===== config.mk =====
export PLATFORM = sky130hd
export DESIGN_NAME = spi_frame_target
export DESIGN_NICKNAME = d
export VERILOG_FILES = /design/src/rtl/spi_frame_pkg.sv /design/src/rtl/spi_sync_edge.sv /design/src/rtl/spi_frame_rx.sv /design/src/rtl/spi_reg_bank.sv /design/src/rtl/spi_frame_target.sv
export SDC_FILE = /design/constraint.sdc
export NUM_CORES = 1
export LEC_CHECK = 0
export BUFFER_PORTS_ARGS = -buffer_cell sky130_fd_sc_hd__buf_2
export CELL_PAD_IN_SITES_DETAIL_PLACEMENT = 0
export CELL_PAD_IN_SITES_GLOBAL_PLACEMENT = 1
export CORE_AREA = 2 2 128 99
export DETAILED_ROUTE_END_ITERATION = 7
export DIE_AREA = 0 0 130 101
export GPL_TIMING_DRIVEN = 0
export HOLD_SLACK_MARGIN = 0.12
export PLACE_DENSITY_LB_ADDON = 0.1
export SLEW_MARGIN = 20
export SYNTH_ARGS = -nofsm -noshare
export SYNTH_HDL_FRONTEND = slang
export SYNTH_SLANG_ARGS = --single-unit

===== constraint.sdc =====
create_clock -name clk -period 7.2 [get_ports clk]
set_input_delay 1.44 -clock clk [delete_from_list [all_inputs] [get_ports clk]]
set_output_delay 1.44 -clock clk [all_outputs]
set_load 0.02 [all_outputs]

===== src/rtl/spi_frame_pkg.sv =====
package spi_frame_pkg;
  localparam int WORD_W = 24;
  localparam int ADDR_W = 7;
  localparam int DATA_W = 16;
  localparam int CNT_W  = $clog2(WORD_W);

  typedef struct packed {
    logic              rd;
    logic [ADDR_W-1:0] addr;
    logic [DATA_W-1:0] data;
  } cmd_word_t;
endpackage


===== src/rtl/spi_sync_edge.sv =====
module spi_sync_edge #(
  parameter int STAGES = 2
) (
  input  logic clk,
  input  logic rst_n,
  input  logic sclk,
  input  logic cs_n,
  input  logic mosi,
  output logic sclk_rise,
  output logic sclk_fall,
  output logic cs_fall,
  output logic cs_rise,
  output logic cs_low,
  output logic mosi_s
);
  localparam int NSIG = 3;
  localparam logic [NSIG-1:0] RST_VAL = 3'b011;  // {mosi, cs_n, sclk}

  logic [NSIG-1:0] raw_in;
  logic [NSIG-1:0] synced;
  logic [1:0]      prev_q;   // {cs_n, sclk} one cycle later

  assign raw_in = {mosi, cs_n, sclk};

  for (genvar g = 0; g < NSIG; g++) begin : g_sync
    logic [STAGES-1:0] chain;
    always_ff @(posedge clk or negedge rst_n) begin
      if (!rst_n) chain <= {STAGES{RST_VAL[g]}};
      else        chain <= {chain[STAGES-2:0], raw_in[g]};
    end
    assign synced[g] = chain[STAGES-1];
  end

  always_ff @(posedge clk or negedge rst_n) begin
    if (!rst_n) prev_q <= RST_VAL[1:0];
    else        prev_q <= synced[1:0];
  end

  assign sclk_rise = ~prev_q[0] &  synced[0];
  assign sclk_fall =  prev_q[0] & ~synced[0];
  assign cs_fall   =  prev_q[1] & ~synced[1];
  assign cs_rise   = ~prev_q[1] &  synced[1];
  assign cs_low    = ~synced[1];
  assign mosi_s    =  synced[2];
endmodule


===== src/rtl/spi_frame_rx.sv =====
module spi_frame_rx
  import spi_frame_pkg::*;
(
  input  logic      clk,
  input  logic      rst_n,
  input  logic      sclk_rise,
  input  logic      sclk_fall,
  input  logic      cs_fall,
  input  logic      cs_rise,
  input  logic      cs_low,
  input  logic      mosi_s,
  output logic      commit,
  output cmd_word_t cmd
);
  logic [WORD_W-1:0] shreg_q;
  logic [CNT_W-1:0]  bit_idx_q;
  logic              word_seen_q;
  logic              fall_open_q;  // last edge in window was a fall
  logic              void_q;       // rise with no preceding fall

  always_ff @(posedge clk or negedge rst_n) begin
    if (!rst_n) begin
      shreg_q     <= '0;
      bit_idx_q   <= '0;
      word_seen_q <= 1'b0;
      fall_open_q <= 1'b0;
      void_q      <= 1'b0;
    end else if (cs_fall) begin
      bit_idx_q   <= '0;
      word_seen_q <= 1'b0;
      fall_open_q <= 1'b0;
      void_q      <= 1'b0;
    end else if (cs_low) begin
      if (sclk_fall) begin
        shreg_q     <= {shreg_q[WORD_W-2:0], mosi_s};
        fall_open_q <= 1'b1;
        if (bit_idx_q == CNT_W'(WORD_W - 1)) begin
          bit_idx_q   <= '0;
          word_seen_q <= 1'b1;
        end else begin
          bit_idx_q <= bit_idx_q + 1'b1;
        end
      end
      if (sclk_rise) begin
        if (!fall_open_q) void_q <= 1'b1;
        fall_open_q <= 1'b0;
      end
    end
  end

  assign commit = cs_rise && (bit_idx_q == '0) && word_seen_q && fall_open_q && !void_q;
  assign cmd    = cmd_word_t'(shreg_q);

  AST_BIT_IDX_IN_WORD: assert property (@(posedge clk) disable iff (!rst_n)
    bit_idx_q < CNT_W'(WORD_W));
  AST_WHOLE_WORD_AT_COMMIT: assert property (@(posedge clk) disable iff (!rst_n)
    (cs_low && sclk_fall && bit_idx_q != CNT_W'(WORD_W - 1)) |=> !commit);
endmodule


===== src/rtl/spi_reg_bank.sv =====
module spi_reg_bank
  import spi_frame_pkg::*;
#(
  parameter int                 NUM_REGS = 4,
  parameter logic [ADDR_W-1:0]  ID_ADDR  = 7'h6C,
  parameter logic [DATA_W-1:0]  ID_VALUE = 16'h1220
) (
  input  logic              clk,
  input  logic              rst_n,
  input  logic              wr_en,
  input  logic [ADDR_W-1:0] addr,
  input  logic [DATA_W-1:0] wr_data,
  output logic [DATA_W-1:0] rd_data
);
  logic [NUM_REGS-1:0][DATA_W-1:0] regs_q;

  always_ff @(posedge clk or negedge rst_n) begin
    if (!rst_n) begin
      regs_q <= '0;
    end else if (wr_en) begin
      for (int i = 0; i < NUM_REGS; i++) begin
        if (addr == ADDR_W'(i)) regs_q[i] <= wr_data;
      end
    end
  end

  always_comb begin
    rd_data = '0;
    if (addr == ID_ADDR) rd_data = ID_VALUE;
    for (int i = 0; i < NUM_REGS; i++) begin
      if (addr == ADDR_W'(i)) rd_data = regs_q[i];
    end
  end

  AST_REGS_HOLD_WITHOUT_WRITE: assert property (@(posedge clk) disable iff (!rst_n)
    !wr_en |=> $stable(regs_q));
endmodule


===== src/rtl/spi_frame_target.sv =====
module spi_frame_target
  import spi_frame_pkg::*;
#(
  parameter int                SYNC_STAGES = 2,
  parameter int                NUM_REGS    = 4,
  parameter logic [ADDR_W-1:0] ID_ADDR     = 7'h6C,
  parameter logic [DATA_W-1:0] ID_VALUE    = 16'h1220
) (
  input  logic clk,
  input  logic rst_n,
  input  logic sclk,
  input  logic cs_n,
  input  logic mosi,
  output logic miso
);
  logic sclk_rise, sclk_fall, cs_fall, cs_rise, cs_low, mosi_s;
  logic              commit;
  cmd_word_t         cmd;
  logic [DATA_W-1:0] rd_data;
  logic [WORD_W-1:0] resp_q;
  logic [WORD_W-1:0] out_sr_q;

  spi_sync_edge #(.STAGES(SYNC_STAGES)) u_sync (
    .clk(clk), .rst_n(rst_n), .sclk(sclk), .cs_n(cs_n), .mosi(mosi),
    .sclk_rise(sclk_rise), .sclk_fall(sclk_fall), .cs_fall(cs_fall),
    .cs_rise(cs_rise), .cs_low(cs_low), .mosi_s(mosi_s)
  );

  spi_frame_rx u_rx (
    .clk(clk), .rst_n(rst_n), .sclk_rise(sclk_rise), .sclk_fall(sclk_fall),
    .cs_fall(cs_fall), .cs_rise(cs_rise), .cs_low(cs_low), .mosi_s(mosi_s),
    .commit(commit), .cmd(cmd)
  );

  spi_reg_bank #(.NUM_REGS(NUM_REGS), .ID_ADDR(ID_ADDR), .ID_VALUE(ID_VALUE)) u_bank (
    .clk(clk), .rst_n(rst_n), .wr_en(commit && !cmd.rd), .addr(cmd.addr),
    .wr_data(cmd.data), .rd_data(rd_data)
  );

  // Response armed at the end of a frame, consumed by the next one.
  always_ff @(posedge clk or negedge rst_n) begin
    if (!rst_n)       resp_q <= '0;
    else if (commit)  resp_q <= cmd.rd ? {1'b0, cmd.addr, rd_data} : '0;
    else if (cs_rise) resp_q <= '0;
  end

  always_ff @(posedge clk or negedge rst_n) begin
    if (!rst_n)                      out_sr_q <= '0;
    else if (cs_fall)                out_sr_q <= resp_q;
    else if (cs_low && sclk_rise)    out_sr_q <= {out_sr_q[WORD_W-2:0], 1'b0};
  end

  assign miso = cs_low & out_sr_q[WORD_W-1];

  AST_COMMIT_ONLY_AT_CS_RISE: assert property (@(posedge clk) disable iff (!rst_n)
    commit |-> cs_rise);
  AST_REJECT_LEAVES_NO_DATA: assert property (@(posedge clk) disable iff (!rst_n)
    (cs_rise && !commit) |=> resp_q == '0);
  AST_MISO_QUIET_WHEN_DESELECTED: assert property (@(posedge clk) disable iff (!rst_n)
    (cs_n && $past(cs_n) && $past(cs_n, 2) && $past(cs_n, 3)) |-> !miso);
endmodule


; Yosys cells after proc, flatten, opt, wreduce, memory -nomap -nowiden
; Index checks and enable logic that the tools add are counted.
[word_totals]
latch_bits = 0
mem_bits_ro = 0
n_memories = 0
regBits = 152
ramBits = 0
word_cells = 84
[op_classes]
shift = 0
magnitude_cmp = 0
n_mul = 0
n_eq_ne = 7
bitwise_logic = 10
muxes = 26
addsub = 1
div = 0
n_reduce_logical = 25
[ops]
columns = op, count
row1 = two-way mux 24 bit, 4
row2 = two-way mux 16 bit, 4
row3 = two-way mux 23 bit, 1
row4 = two-way mux 5 bit, 4
row5 = equality test 7 x 2 -> 1 bit (second input constant), 2
row6 = two-way mux 13 bit, 1
row7 = two-way mux 1 bit, 12
row8 = AND reduction 2 bit, 6
row9 = nonzero test 2 bit, 5
row10 = AND reduction 3 bit, 3
row11 = equality test 7 x 1 -> 1 bit (second input constant), 1
row12 = equality test 7 bit (second input constant), 1
row13 = logical NOT 7 bit, 1
row14 = logical AND 1 bit, 6
row15 = adder 5 x 1 -> 5 bit (second input constant), 1
row16 = bitwise AND 1 bit, 5
row17 = equality test 5 bit (second input constant), 1
row18 = logical NOT 5 bit, 1
row19 = NOT 1 bit, 5
row20 = != test 2 bit (second input constant), 2
row21 = nonzero test 3 bit, 1
row22 = logical NOT 1 bit, 2

; Depth between registers and ports, before layout
; Gate-level depths: netlist of the first run.
[depth]
word_depth = 8
mapped_depth = 8
mapped_depth_nobuf = 6

; Cells and area by module
; Synthesis of the first run repeated with hierarchy kept, for this count alone.
[hier_totals]
cells_unflattened = 508
hier_area_um2 = 7073.0
[modules_own_cells]
columns = mod, cells_per_inst, seq_area_each_um2, area_each_um2, instances
row1 = spi_reg_bank, 188, 1601.5, 3012.9, 1
row2 = spi_frame_target, 214, 1176.1, 2404.8, 1
row3 = spi_frame_rx, 93, 800.8, 1413.9, 1
row4 = spi_sync_edge, 13, 207.7, 241.5, 1

; Worst setup path after synthesis of the first run
; OpenSTA, ideal clock, no wires.
[synth_path]
path_type = reg-to-output
start = register u_sync.g_sync[1].chain[1]
end = output miso
path_slack_ns = 4.832
path_stages_with_launch = 3
n_path_buf = 1
arrival_time_ns = 0.928
cell_sequence = dfstp_2 > clkbuf_1 > nor2b_1
[synth_between]
elab_chain_cells = 2
[synth_rtl]
columns = element, line_no
row1 = start: declaration, spi_sync_edge.sv:26  ; logic [STAGES-1:0] chain;
row2 = start signal: assignment, spi_sync_edge.sv:28  ; if (!rst_n) chain <= {STAGES{RST_VAL[g]}};
row3 = start signal: assignment, spi_sync_edge.sv:29  ; else chain <= {chain[STAGES-2:0], raw_in[g]};
row4 = NOT 1 bit (no source line), --
row5 = bitwise AND 1 bit, spi_frame_target.sv:53  ; assign miso = cs_low & out_sr_q[WORD_W-1];
row6 = end: declaration, spi_frame_target.sv:14  ; output logic miso
; No other way between the ends.

; Final worst setup path of the first run
; Ends and elaborated chain as after synthesis.

==> results of run 1 <==
==> layer usage <==
layer | vias up | share of wire | track usage
met4 | 0 | 0.011 | 0.07031
li1 | 1858 | - | -
met1 | 2032 | 0.52 | 0.3207
met3 | 11 | 0.021 | 0.05467
met2 | 26 | 0.45 | 0.3194
met5 | - | 0 | 0
==> path summary, 6_finish.rpt <==
check / from / endpoint / slack (ns) / depth (start not counted)
worst max-delay path: u_sync.g_sync[1].chain[1]$_DFF_PN1_ / miso / 4.22 / 3
worst min-delay path: u_sync.g_sync[2].chain[0]$_DFF_PN0_ / u_sync.g_sync[2].chain[1]$_DFF_PN0_ / 0.35 / 0
worst max register to register: u_rx.bit_idx_q[3]$_DFFE_PN0P_ / u_bank.regs_q[7]$_DFFE_PN0P_ / 4.46 / 5
worst min register to register: u_sync.g_sync[2].chain[0]$_DFF_PN0_ / u_sync.g_sync[2].chain[1]$_DFF_PN0_ / 0.35 / 0
max in group asynchronous: rst_n / resp_q[15]$_DFFE_PN0P_ / 5.47 / 2
min in group asynchronous: rst_n / u_bank.regs_q[2]$_DFFE_PN0P_ / 0.94 / 1
==> layout by cell type (no fill, tap or decap), types with 3 or more instances in the layout <==
cell type	synthesis	final
clkinv_4	0	4
nor2_1	6	6
o21ai_0	84	84
a211oi_1	3	3
clkbuf_1	23	24
mux2i_1	38	38
nand2_1	45	45
buf_2	5	9
clkbuf_16	0	17
dfrtp_1	145	145
dfstp_2	6	6
inv_6	0	5
nor2b_1	8	8
nand2b_1	3	3
nand3_1	5	5
a22o_1	9	9
a21oi_1	4	4
mux2_2	88	88
a32o_1	3	3
==> where the power goes <==
| group | leakage, nW | total [mW] | internal [mW] | switching [mW] |
|---|---|---|---|---|
| logic | 0.939 | 0.0577 | 0.0204 | 0.0372 |
| registers | 2.08 | 0.883 | 0.864 | 0.0185 |
| clock network | 0.277 | 0.857 | 0.494 | 0.362 |
==> layout make-up <==
type,instances,area (um^2),share of cell area
Inverter,2,7.507,0.001038
Multi-Input combinational cell,320,2457,0.3397
Clock buffer,19,442.9,0.06124
Buffer,31,133.9,0.01851
Sequential cell,151,3786,0.5234
Clock inverter,13,135.1,0.01868
Tap cell,166,207.7,0.02871
Timing Repair Buffer,6,62.56,0.008649
==> sequential cells by signal, indices dropped and copies added, names as in the netlist <==
signal               flops
u_bank.regs_q           64
out_sr_q                24
u_rx.cmd                24
resp_q                  23
u_sync.g_sync.chain      6
u_rx.bit_idx_q           5
u_sync.prev_q            2
u_rx.fall_open_q         1
u_rx.void_q              1
u_rx.word_seen_q         1
==> cells by family after synthesis <==
kind of cell             count (synthesis)  share of synthesized area
AND/OR/NAND/NOR                         86                    0.07309
buffers and inverters                   33                    0.02214
multiplexers                           126                     0.2148
flip-flops                             151                     0.5930
AO/OA/AOI/OAI                          106                    0.09308
adder cells (fa/ha/maj)                  2                   0.003919
==> synth_stat cells, drive strengths merged, types with 5 or more instances <==
master	count
a22o	9
buf	8
clkbuf	23
dfrtp	145
dfstp	6
mux2	88
mux2i	38
nand2	45
nand3	5
nor2	6
nor2b	8
o21ai	84
==> metrics by stage <==
stage | hold WS [ns] | setup slack [ns] | area, um^2 | std cells | utilization
after global placement | 0.3328 | 2.628 | 6618 | 675 | 0.5535
after CTS | 0.3506 | 4.186 | 7233 | 708 | 0.6050
final | 0.3485 | 4.223 | 7233 | 708 | 0.6050
after detailed placement | 0.3355 | 4.490 | 6655 | 676 | 0.5567
after floorplan | 0.3312 | 4.832 | 6385 | 504 | -
after global routing | 0.3519 | 4.095 | 7233 | 708 | 0.6050
==> qor.txt, run 1 <==
Chip width - 130 um
Ports - 6
Clock transition at path regs - 0.07 ns
Area grow syn2layout - 13.29%
DRC errors left - 0
Die Y-Extent - 101 um
Critical path, cell by cell - clkbuf_1 > nor2b_1 > buf_2
PortBufs - 5
HPWL after detailed placement - 8567 um
FMAX - 0.3359 GHz
Die area - 0.01313 mm^2
Post-cts resize count - 0
Max clock buf depth - 2
ANT nets after route - 0
HP Class - register to register
Max-Cap Viols - 0
Iter 0 DRT Violations - 185
Worst path top cell family by delay - flip-flops
Core box area - 0.01196 mm^2
Clock root cell - clkbuf_16
Initial Utilization - 0.5341
Clk Latency, worst-skew pair - 0.42 ns
RSZ-0062 raised after global routing - false
Vias in the first global route - 3959
Dominant cells by area after synthesis - dfrtp_1 (57%), mux2_2 (16%), o21ai_0 (6.6%), mux2i_1 (6.0%), nand2_1 (2.6%)
Nets - 536
Filler cell count - 935
Final Hold Viols - 0
Via-to-Cell Ratio - 5.547
Post-Syn Nets - 511
Worst Tran Pin Value - 0.7319 ns
CTS tree - yes
Crit Path Class - register to output port
Post-synthesis cell area - 0.006385 mm^2
Initial antenna violation count - 0
Final setup TNS - 0 ns
Distinct cell type count after synthesis - 38
CP arrival - 1.54 ns
Final Skew - 0.009797 ns
Cell taking the most area after synthesis - dfrtp_1
H-tree levels - 4
GRT Overall Usage - 0.2180
Mapped Cells - 504
Largest net degree at the start of global routing - 90
Max stage delay on crit path - 0.55 ns
Syn_area_per_cell - 12.67 um^2
Max-slew violation count - 0
First-pass GRT wire length - 21130 um
Placer congestion estimate - 0.7761
CP max stage cell - dfstp_2
FF+latch count, synth - 151
Slew margin rel. - 0.5121
Drt total wl - 12830 um
Worst vdd ir - 0.1633 mV
Post-CTS setup buffers - 0
Diodes inserted - 0
Post-route minimum period - 2.977 ns
Post-synthesis async set-or-reset flop share - 1.000
Sink Count - 151
Rows - 35
Worst EP required - 5.76 ns
Register area share after synthesis - 0.5930
Number of enable flip-flop cells after synthesis - 0
Share of cells above drive strength 1 - 0.2620
Startpoint types - register
P per Cell Area - 248.5 mW/mm^2
Via count - 3927
Syn. warnings - 0
Main synth FF type - dfrtp_1
Yosys top cell area share - 0.5683
Crit path capture type - output port
Static leakage - 3.293 nW
Overall power - 1.797 mW
Status - completed
Num CTS Buffers - 17
Final period util - 0.4135
Average wire per standard cell - 18.13 um
Critical Path Fanout Max - 10
Grt total ovfl - 0
Setup violations, final - 0
Pre-Repair DR Iteration Count - 4
CP bufs+invs - 2
CTS Hold Bufs - 0
Power figures use the tool's default switching activity.
==> inputs of run 2 (changes only) <==
--- a/config.mk
+++ b/config.mk
@@ -5,12 +5,13 @@
 export SDC_FILE = /design/constraint.sdc
 export NUM_CORES = 1
 export LEC_CHECK = 0
+export ABC_AREA = 1
 export BUFFER_PORTS_ARGS = -buffer_cell sky130_fd_sc_hd__buf_2
 export CELL_PAD_IN_SITES_DETAIL_PLACEMENT = 0
 export CELL_PAD_IN_SITES_GLOBAL_PLACEMENT = 1
-export CORE_AREA = 2 2 128 99
+export CORE_AREA = 2 2 148 114
 export DETAILED_ROUTE_END_ITERATION = 7
-export DIE_AREA = 0 0 130 101
+export DIE_AREA = 0 0 150 116
 export GPL_TIMING_DRIVEN = 0
 export HOLD_SLACK_MARGIN = 0.12
 export PLACE_DENSITY_LB_ADDON = 0.1
==> constraint.sdc (replaced) <==
create_clock -name clk -period 2.55 [get_ports clk]
set_input_delay 0.51 -clock clk [delete_from_list [all_inputs] [get_ports clk]]
set_output_delay 0.51 -clock clk [all_outputs]
set_load 0.02 [all_outputs]
==> run 2 against run 1 <==
Worst hold slack worse by 0.17 ns; utilization down 10 points; setup slack worse by 3.5 ns; clock skew down 0.0014 ns; synthesized cell count up 47%; count of clock-buffer cells in the layout up 5; combinational power rose to 6.6 times the previous value; cell area up 10%; first-iteration DRC count rose to 2.7 times the previous value; sequential share of layout area down 4.9 points; critical endpoint is now resp_q[7]$_DFFE_PN0P_.
==> qor.txt, run 2 <==
Clock transition at path regs - 0.06 ns
Grt total ovfl - 0
Area grow syn2layout - 13.85%
Num CTS Buffers - 17
Startpoint types - register
Commonest cells post-synth - nand2_1 (165), dfrtp_1 (145), o21ai_2 (64)
Static leakage - 3.776 nW
First-pass GRT wire length - 29050 um
Worst reg2reg path startpoint - u_rx.cmd[18]$_DFFE_PN0P_
Dominant cells by area after synthesis - dfrtp_1 (52%), nand2_1 (8.8%), o21ai_2 (8.0%), nand2_2 (5.1%), o21ai_0 (4.1%)
Via count - 5158
Clock root cell - clkbuf_16
Post-cts resize count - 0
FF+latch count, synth - 151
Core box area - 0.01582 mm^2
Number of enable flip-flop cells after synthesis - 0
Biggest register - u_bank.regs_q
H-tree levels - 4
Final Hold Viols - 0
Die Y-Extent - 116 um
Pre-Repair DR Iteration Count - 5
Worst vdd ir - 0.4620 mV
Launch point of the critical path - u_rx.cmd[18]$_DFFE_PN0P_
Most frequent cells in the layout - nand2_1 (165), dfrtp_1 (145), o21ai_2 (64), inv_1 (58), o21ai_0 (58)
Most common cell after layout, fill and taps aside - nand2_1
Top-count cell post-synth - nand2_1
WHS - 0.1780 ns
Via-to-Cell Ratio - 5.200
Iter 0 DRT Violations - 491
Hold_sp - cs_n
Rows - 40
Design Area, Final - 0.007979 mm^2
CP arrival - 2.17 ns
Final setup TNS - 0 ns
PortBufs - 5
Final Skew - 0.008375 ns
Max-Cap Viols - 0
Chip width - 150 um
Max clock buf depth - 2
Initial Utilization - 0.4431
Main synth FF type - dfrtp_1
Clk Latency, worst-skew pair - 0.43 ns
Nets - 776
Post-route minimum period - 1.810 ns
HPWL after detailed placement - 12190 um
GRT Overall Usage - 0.2241
CTS Hold Bufs - 1
Diodes inserted - 0
RSZ-0062 raised after global routing - false
Initial antenna violation count - 0
Status - completed
Post-Syn Nets - 750
Reg2reg end - resp_q[7]$_DFFE_PN0P_
Post-synthesis cell area - 0.007008 mm^2
Distinct cell type count after synthesis - 31
Worst Tran Pin Value - 0.6312 ns
Post-synthesis async set-or-reset flop share - 1.000
R2r worst-path depth - 8
FMAX - 0.5524 GHz
Largest net degree at the start of global routing - 82
Yosys top cell area share - 0.5178
FF-to-FF setup slack - 0.74 ns
Syn_area_per_cell - 9.432 um^2
Slew margin rel. - 0.5747
Hold worst-path end - u_sync.g_sync[1].chain[0]$_DFF_PN1_
Max reg flops - 64
Vias in the first global route - 5274
Share of cells above drive strength 1 - 0.2737
Ports - 6
Mapped Cells - 743
Critical Path Fanout Max - 10
Post-CTS setup buffers - 0
ANT nets after route - 0
Syn. warnings - 0
Final period util - 0.7099
DRC errors left - 0
WHS Path Cells - 1
Drt total wl - 17490 um
Average wire per standard cell - 17.63 um
CTS tree - yes
Setup violations, final - 0
Register area share after synthesis - 0.5403
Max-slew violation count - 0
Cell area after placement - 0.007333 mm^2
Cell taking the most area after synthesis - dfrtp_1
Die area - 0.01740 mm^2
P per Cell Area - 710.8 mW/mm^2
HP Class - primary input to register
Sink Count - 151
Crit path capture type - register
Crit Path Class - register to register
Placer congestion estimate - 0.8430
Worst EP required - 2.91 ns
## run 2: cell types whose count changed in the layout (fill, tap and decap cells not counted), moves of 35 or more
cell and delta:
nand2_2 +57, mux2_2 -88, o21ai_2 +64, nand2_1 +120, inv_1 +56, nor2_1 +40
o211ai_1 +35, mux2i_1 -38
## run 2: power by group
| part | total (mW) | leakage, nW | internal (mW) | switching [mW] |
|---|---|---|---|---|
| clock | 2.73 | 0.314 | 1.74 | 0.991 |
| sequential | 2.56 | 2.05 | 2.51 | 0.0460 |
| combinational | 0.382 | 1.41 | 0.105 | 0.277 |
| total | 5.67 | 3.78 | 4.36 | 1.31 |
## run 2: worst max path at each step
stage	cells after the start	end	slack (ns)
6_report	8	resp_q[7]$_DFFE_PN0P_	0.74
5_1_grt	7	resp_q[19]$_DFFE_PN0P_	0.62
4_1_cts	8	resp_q[7]$_DFFE_PN0P_	0.75
3_5_place_dp	8	resp_q[7]$_DFFE_PN0P_	0.76
3_3_place_gp	1	u_rx.cmd[5]$_DFFE_PN0P_	-1.22
2_1_floorplan	8	u_bank.regs_q[37]$_DFFE_PN0P_	1.02
## run 2: area by class of cell
type	count	area (um^2)
Inverter	71	266.5
Sequential cell	151	3786
Buffer	39	261.5
Timing Repair Buffer	7	72.57
Clock buffer	24	491.7
Fill cell	1530	7836
Multi-Input combinational cell	482	2694
Clock inverter	8	143.9
Tap cell	210	262.8
## run 2: through the flow
| step | worst slack (ns) | power [mW] | utilization | std cells |
|---|---|---|---|---|
| global placement | -1.224 | 2.967 | 0.4613 | 958 |
| CTS | 0.7467 | 5.724 | 0.5045 | 992 |
| floorplan | 1.020 | 2.837 | - | 743 |
| global route | 0.6183 | 5.909 | 0.5045 | 992 |
| detailed placement | 0.7634 | 2.988 | 0.4637 | 959 |
| finish | 0.7399 | 5.672 | 0.5045 | 992 |
## run 2: routing by layer
| metal | track usage | wire length (um) | vias to the layer above |
|---|---|---|---|
| li1 | - | - | 2471 |
| met3 | 0.06024 | 737 | 16 |
| met2 | 0.3324 | 7700 | 85 |
| met4 | 0.05157 | 159 | 0 |
| met5 | 0 | 0 | - |
| met1 | 0.3297 | 8894 | 2586 |
## run 2: cell families after synthesis
family,synth area share
and+or+nand+nor,0.2117
AOI/OAI and AO/OA,0.1678
DFF,0.5403
buffers and inverters,0.07534
adders and majority gates,0.003570
xor gates and xnor gates,0.001250
## run 2: worst max-delay path, stage by stage (launching register included)
cell	delay, ns
dfrtp_1	0.41
inv_2	0.09
nand2_2	0.12
nor2_1	0.38
buf_2	0.32
o211ai_1	0.14
nand3_1	0.14
nand2_1	0.09
nand2_1	0.07
